File: src/rtl/mul_pkg.sv
package mul_pkg;

    typedef enum logic {
        MS_IDLE = 1'b0,
        MS_RUN  = 1'b1
    } mul_state_e;

    typedef struct packed {
        logic load;
        logic step;
    } mul_ctrl_t;

endpackage

File: src/rtl/mul_ctrl.sv
module mul_ctrl
    import mul_pkg::*;
#(
    parameter int N = 8
) (
    input  logic      clk,
    input  logic      rst,
    input  logic      start,
    output mul_ctrl_t ctrl,
    output logic      busy,
    output logic      done
);
    localparam int CW = $clog2(N + 1);

    mul_state_e    state;
    logic [CW-1:0] left;

    always_comb begin
        ctrl.load = (state == MS_IDLE) && start;
        ctrl.step = (state == MS_RUN);
    end

    assign busy = (state == MS_RUN);

    always_ff @(posedge clk) begin
        if (rst) begin
            state <= MS_IDLE;
            left  <= '0;
            done  <= 1'b0;
        end else begin
            done <= 1'b0;
            case (state)
                MS_IDLE: begin
                    if (start) begin
                        state <= MS_RUN;
                        left  <= CW'(N);
                    end
                end
                MS_RUN: begin
                    left <= left - 1'b1;
                    if (left == CW'(1)) begin
                        state <= MS_IDLE;
                        done  <= 1'b1;
                    end
                end
                default: state <= MS_IDLE;
            endcase
        end
    end

endmodule

File: src/rtl/mul_datapath.sv
module mul_datapath
    import mul_pkg::*;
#(
    parameter int N = 8
) (
    input  logic          clk,
    input  logic          rst,
    input  mul_ctrl_t     ctrl,
    input  logic [N-1:0]  mcand_in,
    input  logic [N-1:0]  mplier_in,
    output logic [2*N-1:0] result
);
    logic [N-1:0] ra_q;
    logic [N-1:0] rb_q;
    logic [N-1:0] q_q;
    logic [N-1:0] addend;
    logic [N:0]   sum;

    // Gate each multiplicand bit with the multiplier bit under test.
    for (genvar i = 0; i < N; i++) begin : g_addend
        assign addend[i] = ra_q[i] & q_q[0];
    end

    assign sum = {1'b0, rb_q} + {1'b0, addend};

    always_ff @(posedge clk) begin
        if (rst) begin
            ra_q <= '0;
            rb_q <= '0;
            q_q  <= '0;
        end else if (ctrl.load) begin
            ra_q <= mcand_in;
            rb_q <= '0;
            q_q  <= mplier_in;
        end else if (ctrl.step) begin
            // carry-out into accumulator MSB, accumulator LSB into Q MSB
            rb_q <= sum[N:1];
            q_q  <= {sum[0], q_q[N-1:1]};
        end
    end

    assign result = {rb_q, q_q};

endmodule

File: src/rtl/shift_add_mul.sv
module shift_add_mul
    import mul_pkg::*;
#(
    parameter int N = 8
) (
    input  logic           clk,
    input  logic           rst,
    input  logic           start,
    input  logic [N-1:0]   multiplicand,
    input  logic [N-1:0]   multiplier,
    output logic           busy,
    output logic           done,
    output logic [2*N-1:0] product
);
    mul_ctrl_t ctrl;

    mul_ctrl #(.N(N)) u_ctrl (
        .clk   (clk),
        .rst   (rst),
        .start (start),
        .ctrl  (ctrl),
        .busy  (busy),
        .done  (done)
    );

    mul_datapath #(.N(N)) u_dp (
        .clk       (clk),
        .rst       (rst),
        .ctrl      (ctrl),
        .mcand_in  (multiplicand),
        .mplier_in (multiplier),
        .result    (product)
    );

endmodule

File: config.mk
export PLATFORM = sky130hd
export DESIGN_NAME = shift_add_mul
export DESIGN_NICKNAME = d
export VERILOG_FILES = /design/src/rtl/mul_pkg.sv /design/src/rtl/mul_ctrl.sv /design/src/rtl/mul_datapath.sv /design/src/rtl/shift_add_mul.sv
export SDC_FILE = /design/constraint.sdc
export NUM_CORES = 1
export LEC_CHECK = 0
export BUFFER_PORTS_ARGS = -buffer_cell sky130_fd_sc_hd__buf_4
export CAP_MARGIN = 20
export CORE_MARGIN = 1
export CORE_UTILIZATION = 30
export DETAILED_ROUTE_END_ITERATION = 6
export GPL_ROUTABILITY_DRIVEN = 0
export GPL_TIMING_DRIVEN = 0
export SETUP_SLACK_MARGIN = 0.15
export SYNTH_ARGS = -nofsm -noshare
export SYNTH_HDL_FRONTEND = slang
export SYNTH_SLANG_ARGS = --single-unit
File: constraint.sdc
create_clock -name clk -period 1.85 [get_ports clk]
set_input_delay 0.37 -clock clk [delete_from_list [all_inputs] [get_ports clk]]
set_output_delay 0.37 -clock clk [all_outputs]
set_load 0.005 [all_outputs]
==> run summary <==
Final Hold Fails: 0
Placed inst area: 0.00194 mm²
Worst flop-to-flop path startpoint: u_dp.q_q[0]
Status: finished, final reports clean
Fillcell total: 516
Syn_nets: 208
Total gr overflow: 0
Tcrit/Tclk final: 97.8%
Switching share of power: 26.0%
Setup CP Type: flop to flop
Clock power frac: 34.3%
Flop pwr share: 49.9%
DRC: 0
Worst Tran Pin Value: 497 ps
DRT iter0 DRCs: 68
Core area: 0.00488 mm²
# rows: 25
Number of buffers created by CTS: 5
Die width: 74.1 µm
Fin area: 0.00219 mm²
Cells on worst reg2reg path: 7
Place WS: -39.5 ps
HPWL Detailed: 2.62 mm
Crit-path max FO: 6
Post-synth EDFFs: 0
Vias in the first global route: 1322
First-pass GRT wire length: 6.43 mm
Maximum VDD drop: 0.460 mV
ANT cells: 0
RSZ-0062 raised after global routing: true
Combinational power share: 15.9%
PortBufs: 35
CP arrival: 1970 ps
Core Util, Final: 44.9%
Vias: 1420
Worst setup margin: 39.8 ps
Worst reg-to-reg setup slack: 40 ps
Worst r2r dst: u_dp.rb_q[7]
Drt total wl: 3.89 mm
Final #Nets: 257
Sequential area share after synthesis: 38.5%
PD cells: 647 mW/mm²
CTS Root Cell: clkbuf_8
Area growth from synthesis to layout: 40.2%
Setup crit start: u_dp.q_q[0]
CTS tree: yes
Internal Power: 0.00105 W
Primary FF master, synth: dfxtp_1
Post-CTS Hold Fix Bufs: 0
Final min period: 1810 ps
Finish-stage setup viols: 0
Worst Hold Class: input port to flop
Deepest clock path buffer count: 2
Slew Viols, Final: 0
Setup crit end: u_dp.rb_q[7]
Max Clk Rate: 552 MHz
Share of cells above drive strength 1: 32.2%
IO Count: 37
Pleak: 0.975 nW
Clk_skew: 4.58 ps
Sw power: 0.000368 W
Total of max-cap violations: 0
Effective utilization at floorplan: 32.0%
Post-Syn Instances: 178
Synth unique cells: 34
Clock Latency Late Sink: 280 ps
H-Tree Depth: 2
Ys async rst share: 0%
Initial antenna violation count: 0
Seq cells post-synth: 30
WHS: 326 ps
Worst endpoint required time: 2010 ps
GRT Total Usage: 15.9%
DIE HEIGHT: 74.1 µm
Warnings, synthesis: 0
Clock slew at reported path FFs: 60 ps
CP Launch Type: flop
DR WL/cell: 13.2 µm
Largest net degree at the start of global routing: 11
Die Area: 0.00550 mm²
Worst Setup End Kind: flop
Vias per inst: 4.83
Avg Cell Area, Syn: 8.77 µm²
DRT antenna net count: 0
Slew headroom: 66.8%
Pre-antenna DRT Iters: 4
Cell Area, Synth: 0.00156 mm²
CTS sink cnt: 30
[Yosys cell counts, types with 2 or more instances]
master      n  area share (%)
a211oi_1    2            0.96
a21o_1      3             1.4
a21oi_1    14             4.5
a2bb2oi_1   3             1.7
a31oi_1     2            0.80
and2_1      8             3.2
and3_1      4             1.6
buf_2       5             1.6
clkbuf_1    3            0.72
dfxtp_1    30              38
ha_1       10             8.0
inv_1       5             1.2
mux2i_1    16              10
nand2_1     4            0.96
nand3_1     3            0.96
nor2_1     36             8.7
nor3_1      5             1.6
o21ai_0     4             1.3
xnor2_1     2             1.1
xor2_1      5             2.8
[logic make-up after synthesis]
group / count (synthesis) / synth area share [%]
AND/OR/NAND/NOR: 63 / 18.5
AO/OA/AOI/OAI: 36 / 15.1
flip-flops: 30 / 38.5
multiplexers: 17 / 11.0
buffers and inverters: 14 / 3.77
adder cells (fa/ha/maj): 11 / 9.29
XOR/XNOR: 7 / 3.93
[power groups by stage]
| stage | logic (W) | registers [W] | clock network, W |
|---|---|---|---|
| after floorplan | 0.000132 | 0.000716 | 0 |
| after global placement | 0.000209 | 0.000721 | 0 |
| after detailed placement | 0.000213 | 0.000722 | 0 |
| after CTS | 0.000223 | 0.000706 | 0.000499 |
| after global routing | 0.000252 | 0.000711 | 0.000533 |
| final | 0.000225 | 0.000706 | 0.000486 |
[state kept, by name, indices dropped and copies added (netlist names)]
name and flops:
u_ctrl.busy 1, u_ctrl.done 1, u_ctrl.left 4, u_dp.ra_q 8
u_dp.rb_q 8, u_dp.q_q 8
[worst max-delay path, stage by stage, from the launching register on]
cell	delay [ps]
dfxtp_4	360
and2_4	140
ha_4	150
fa_2	370
nand3_4	90
a31oi_4	80
o21a_1	200
o41a_1	310
[through the flow]
stage	power [W]	TNS [ps]	instances
floorplan	0.000848	0	178
global placement	0.000930	-95.9	280
detailed placement	0.000934	-60.6	280
CTS	0.00143	0	291
global route	0.00150	0	294
finish	0.00142	0	294
[layout make-up]
| class | count | area, µm² | share of cell area [%] |
|---|---|---|---|
| tap | 67 | 83.8 | 3.83 |
| timing repair buffer | 42 | 313 | 14.3 |
| multi-input combinational | 134 | 1050 | 48.1 |
| buffer | 8 | 36.3 | 1.66 |
| sequential | 30 | 604 | 27.6 |
| clock buffer | 7 | 76.3 | 3.49 |
| inverter | 6 | 22.5 | 1.03 |
[worst min path at each step]
stage / cells after the start / slack (ps) / from / end
2_1_floorplan: 2 / 450 / u_dp.ra_q[2] / u_dp.ra_q[2]
3_3_place_gp: 2 / 470 / u_dp.ra_q[7] / u_dp.ra_q[7]
3_5_place_dp: 2 / 480 / u_dp.ra_q[5] / u_dp.ra_q[5]
4_1_cts: 3 / 320 / multiplicand[3] / u_dp.ra_q[3]
5_1_grt: 3 / 340 / multiplicand[5] / u_dp.ra_q[5]
6_report: 3 / 330 / multiplicand[3] / u_dp.ra_q[3]
[per-layer routing]
metal / part of all wire (%) / GRT usage, % / wire length, µm / vias to the layer above
met4: 1.8 / 6.62 / 71 / 0
li1: - / - / - / 717
met2: 43 / 22.2 / 1670 / 38
met1: 50 / 22.5 / 1940 / 661
met3: 5.5 / 4.74 / 215 / 4
met5: 0 / 0 / 0 / -
[what timing repair did]
item                       CTS  global route
pin swaps                    2             4
setup endpoints to repair    3             4
cloned                       0             0
buffers inserted             4             3
gates resized for setup      7            10
[layout by cell type, fill, tap and decap left out, types with 2 or more instances in the layout]
cell / count
buf_4: 41
nor2_1: 36
dfxtp_1: 29
mux2i_1: 16
a21oi_1: 13
ha_4: 7
and2_1: 6
buf_2: 6
inv_1: 5
clkbuf_1: 5
nor3_1: 5
xor2_1: 5
clkbuf_8: 5
and3_1: 4
o21ai_0: 4
nand2_1: 4
a21o_1: 3
and2_4: 2
nand3_1: 2
xnor2_1: 2
a211oi_1: 2
a2bb2oi_1: 2
ha_1: 2
Note: power is estimated with default switching activity, not from simulation.
